$ cat src/rtl/fcvt_unit.sv
module fcvt_unit #(
  parameter int W = 32
) (
  input  logic         clk,
  input  logic         rst_n,
  input  logic         start,
  input  logic [1:0]   op,
  input  logic [W-1:0] operand,
  output logic [W-1:0] result,
  output logic         done
);
  localparam int FW   = 23;
  localparam int EW   = 8;
  localparam int BIAS = 127;
  localparam int SATE = BIAS + W - 1;
  localparam int WIDE = FW + 1 + W + 1;

  logic          f_sign;
  logic [EW-1:0] f_exp;
  logic [FW-1:0] f_frac;
  assign f_sign = operand[W-1];
  assign f_exp  = operand[W-2 -: EW];
  assign f_frac = operand[FW-1:0];

  logic [WIDE-1:0] f_wide, f_shifted;
  logic [EW:0]     f_shamt;
  logic [W-1:0]    f_int, f_mag, f_conv;
  logic            f_half;

  assign f_wide    = {1'b0, 1'b1, f_frac, {W{1'b0}}};
  assign f_shamt   = (EW+1)'(BIAS + FW + W - 1) - {1'b0, f_exp};
  assign f_shifted = f_wide >> f_shamt;
  assign f_int     = f_shifted[W:1];
  assign f_half    = f_shifted[0];
  assign f_mag     = f_int + {{(W-1){1'b0}}, (op == 2'd1) & f_half};

  always_comb begin
    if (f_exp == '1 && f_frac != '0)
      f_conv = {1'b1, {(W-1){1'b0}}};
    else if (f_exp == '0)
      f_conv = '0;
    else if (int'(f_exp) >= SATE)
      f_conv = f_sign ? {1'b1, {(W-1){1'b0}}} : {1'b0, {(W-1){1'b1}}};
    else
      f_conv = f_sign ? -f_mag : f_mag;
  end

  logic         s1_v, s1_sign;
  logic [W-1:0] s1_mag;
  always_ff @(posedge clk or negedge rst_n) begin
    if (!rst_n) begin
      s1_v    <= 1'b0;
      s1_sign <= 1'b0;
      s1_mag  <= '0;
    end else begin
      s1_v <= start && op == 2'd2;
      if (start && op == 2'd2) begin
        s1_sign <= operand[W-1];
        s1_mag  <= operand[W-1] ? -operand : operand;
      end
    end
  end

  logic [4:0] lz;
  logic       lz_found;
  always_comb begin
    lz       = '0;
    lz_found = 1'b0;
    for (int i = W-1; i >= 0; i--) begin
      if (!lz_found && s1_mag[i]) begin
        lz       = 5'(W-1-i);
        lz_found = 1'b1;
      end
    end
  end

  logic          s2_v, s2_sign, s2_zero;
  logic [W-1:0]  s2_norm;
  logic [EW-1:0] s2_exp;
  always_ff @(posedge clk or negedge rst_n) begin
    if (!rst_n) begin
      s2_v    <= 1'b0;
      s2_sign <= 1'b0;
      s2_zero <= 1'b1;
      s2_norm <= '0;
      s2_exp  <= '0;
    end else begin
      s2_v <= s1_v;
      if (s1_v) begin
        s2_sign <= s1_sign;
        s2_zero <= s1_mag == '0;
        s2_norm <= s1_mag << lz;
        s2_exp  <= EW'(SATE - int'(lz));
      end
    end
  end

  logic [FW+1:0] i_mant;
  logic [EW-1:0] i_exp;
  logic [W-1:0]  i_conv;
  assign i_mant = {1'b0, s2_norm[W-1 -: FW+1]} + {{(FW+1){1'b0}}, s2_norm[W-FW-2]};
  assign i_exp  = s2_exp + {{(EW-1){1'b0}}, i_mant[FW+1]};
  assign i_conv = s2_zero ? '0 :
                  {s2_sign, i_exp, i_mant[FW+1] ? {FW{1'b0}} : i_mant[FW-1:0]};

  always_ff @(posedge clk or negedge rst_n) begin
    if (!rst_n) begin
      result <= '0;
      done   <= 1'b0;
    end else begin
      done <= s2_v || (start && op != 2'd2);
      if (s2_v)
        result <= i_conv;
      else if (start && op != 2'd2)
        result <= (op == 2'd3) ? '0 : f_conv;
    end
  end
endmodule

$ cat config.mk
export PLATFORM = sky130hd
export DESIGN_NAME = fcvt_unit
export DESIGN_NICKNAME = d
export VERILOG_FILES = /design/src/rtl/fcvt_unit.sv
export SDC_FILE = /design/constraint.sdc
export NUM_CORES = 1
export LEC_CHECK = 0
export ABC_AREA = 1
export BUFFER_PORTS_ARGS = -buffer_cell sky130_fd_sc_hd__buf_2
export CORE_UTILIZATION = 65
export CTS_CLUSTER_SIZE = 8
export DETAILED_ROUTE_END_ITERATION = 8
export GPL_TIMING_DRIVEN = 0
export PLACE_DENSITY = 0.89
export SETUP_SLACK_MARGIN = 0.1
export SLEW_MARGIN = 20
export SYNTH_ARGS = -nofsm -noshare
export SYNTH_HDL_FRONTEND = slang
export SYNTH_SLANG_ARGS = --single-unit
$ cat constraint.sdc
create_clock -name clk -period 6.1 [get_ports clk]
set_input_delay 0.61 -clock clk [delete_from_list [all_inputs] [get_ports clk]]
set_output_delay 0.61 -clock clk [all_outputs]
set_load 0.02 [all_outputs]
==> flow_metrics.tcl <==
set metrics [dict create \
    crit_required_ns 6.34 \
    grt_max_degree 62 \
    p_per_area_mw_per_mm2 276.5 \
    grt_pass1_vias 13266 \
    final-hold-violation-count 0 \
    area_growth_pct 8.234 \
    drv_cap 0 \
    hold_buffers 0 \
    avgViaCountPerCell 6.337 \
    synth_edf_count 0 \
    hp-class "input port to async pin" \
    critPathSlowestCell "clkbuf_1" \
    finalCriticalPeriod_ns 5.558 \
    cts_max_level 3 \
    crit_fanout 10 \
    status "completed" \
    start_kind "input port" \
    tns_ns 0 \
    synth_top_flop_cell "dfrtp_1" \
    vias 14747 \
    synth.avg_cell_area_um2 5.935 \
    fp.dieH_um 137.6 \
    grt_pass1_wl_um 67170 \
    worstSetupPathType "input port to flop" \
    synth-seq-area-share 0.2156 \
    ir_worst_vdd_mv 0.3110 \
    final_nets 2141 \
    worstMarginPinSlew_ns 0.9286 \
    n_antenna_cell 0 \
    antenna_found_initial 1 \
    cts_buffers 9 \
    root_buffer "clkbuf_16" \
    wirelength_um 43470 \
    cts.sinks 103 \
    finalSetupViolCount 0 \
    syn_nets 2063 \
    netlist-cell-type-count 64 \
    io_buffers 66 \
    postSynth.asyncResetShare 1.000 \
    drive_above_1_share 0.1316 \
    grt_remaining_overflow 0 \
    power_leakage_nw 6.381 \
    die_w_um 137.6 \
    drc 0 \
    synth_cells 2015 \
    hpwlAfterDp_um 33930 \
    fin_util 0.7181 \
    fin_crit_sh 0.9111 \
    slowest_delay_ns 0.35 \
    endpoint_kind "flop" \
    pin_count 70 \
    yosysTopAreaCell "dfrtp_1" \
    max-clock-path-buffers 2 \
    rsz0062_at_grt "no" \
    cts_tree "done" \
    cp.arrival_ns 5.80 \
    routabilityCongestion 1.087 \
    netlist_area_mm2 0.01196 \
    ys_seq_elements 103 \
    synth_warnings 0 \
    drtAntennaViolNets 0 \
    synth_area_leaders "dfrtp_1 (21%), nand2_1 (18%), nand3_1 (14%), nor2_1 (5.8%), inv_1 (5.7%)" \
    path_common_cell "nand2_1" \
    timing.fmax_ghz 0.1799 \
    slew_violations 0 \
    drt-wirelength-per-cell_um 18.68 \
    initial_core_util 0.6635 \
    std_cell_rows 49 \
    design.core.area_mm2 0.01802 \
    clk_latency_ns 0.36 \
    skew_ns 0.01305 \
    firstDrtPassIters 9 \
    max-slew-margin-rel 0.3786 \
    grt_usage 0.4659 \
    dr.first_iter.drc_count 1730 \
    synth_top_area_frac 0.2134 \
    clk_pin_slew_ns 0.08 \
    r2r_slack_ns 1.36 \
    die_area_mm2 0.01894 \
]
per-stage QoR:
step / hold WS (ns) / power, W / setup WS [ns] / instances / instance area [um^2]
floorplan: 0.3144 / 0.002292 / 1.545 / 2015 / 11960
global placement: 0.3695 / 0.002783 / 0.5311 / 2310 / 12580
detailed placement: 0.3723 / 0.002833 / 0.4363 / 2311 / 12610
CTS: 0.1916 / 0.003485 / 0.6516 / 2327 / 12940
global route: 0.2104 / 0.003811 / 0.06566 / 2327 / 12940
finish: 0.1807 / 0.003579 / 0.5422 / 2327 / 12940
final timing paths:
kind                               to   startpoint  cells after the start
setup / recovery           result[19]  operand[25]                     29
hold / removal             result[19]        rst_n                      1
setup reg to reg           result[30]   s2_norm[8]                     34
hold reg to reg                  s2_v         s1_v                      0
max in group asynchronous     s2_zero        rst_n                      2
min in group clk                 s2_v         s1_v                      0
cell families after synthesis:
family,share of synthesized area
xor gates and xnor gates,0.02773
DFF,0.2156
adders and majority gates,0.01151
and+or+nand+nor,0.5026
muxes,0.0008370
buffers and inverters,0.1055
AOI/OAI and AO/OA,0.1362
critical path, delay by kind of cell:
family	cells	cell delay, ns
compound gates	4	0.70
fa+ha+maj	3	0.86
buf+inv	6	1.25
simple gates	16	2.37
registers in the layout, indices dropped and copies added (netlist names):
name,cells
s2_norm,25
s1_mag,32
s2_v,1
s1_sign,1
s2_sign,1
s2_exp,8
s2_zero,1
result,32
done,1
s1_v,1
placed cells by master, fill, tap and decap left out, types with 3 or more instances in the layout:
cell       instances
a31oi_1           26
xor2_1            28
ha_1               9
a21oi_1           63
inv_2             15
nand3_1          334
nor4_1             9
nor2_1           185
clkinv_1           6
nand2_2           31
clkbuf_16          9
o211ai_1          19
a211oi_1           4
clkbuf_1          44
inv_1            183
nor3_2             3
nor3_1            32
nor2_2            15
nor2_4            15
nand2_1          570
nand4_1           24
buf_2             93
o21ai_0          107
dfrtp_1          102
a21oi_2            3
buf_1              8
or2_2              5
o21ai_1           25
o21ai_2           11
buf_6              9
xnor2_1            8
nand3_2           40
nand3b_1           9
o31ai_1            6
power by group:
group	total (W)	internal, W	switching, W
sequential	0.00104	0.000851	0.000185
clock	0.000643	0.000365	0.000278
combinational	0.00190	0.000583	0.00132
total	0.00358	0.00180	0.00178
cells in the mapped netlist (15+ instances only):
cell	count
a21oi_1	63
a31oi_1	26
buf_2	28
clkbuf_1	44
dfrtp_1	102
inv_1	183
inv_2	15
nand2_1	570
nand2_2	31
nand3_1	334
nand3_2	40
nand4_1	24
nor2_1	185
nor2_2	15
nor2_4	15
nor3_1	32
o211ai_1	19
o21ai_0	108
o21ai_1	24
xor2_1	28
area by class of cell:
type                            count  area, um^2
Multi-Input combinational cell   1615        8124
Fill cell                        1641        5081
Inverter                          204       765.7
Clock inverter                      7       103.9
Buffer                             93       495.5
Clock buffer                        9       225.2
Timing Repair Buffer               67       364.1
Tap cell                          229       286.5
Sequential cell                   103        2579
routing by layer:
| metal | vias up | share of wire | wire length, um | GRT usage |
|---|---|---|---|---|
| met1 | 6581 | 0.38 | 16510 | 0.5626 |
| met5 | - | 0.00021 | 9 | 0 |
| li1 | 6833 | - | - | - |
| met3 | 267 | 0.10 | 4553 | 0.1093 |
| met4 | 2 | 0.073 | 3178 | 0.3181 |
| met2 | 1064 | 0.44 | 19220 | 0.7331 |
timing repair:
| action | 4_1_cts | 5_1_grt |
|---|---|---|
| resized for setup | 0 | 3 |
| setup endpoints to repair | 0 | 1 |
| setup buffers | 0 | 0 |
| endpoints found under the hold margin | 0 | 0 |
Note: power is estimated with default switching activity, not from simulation.
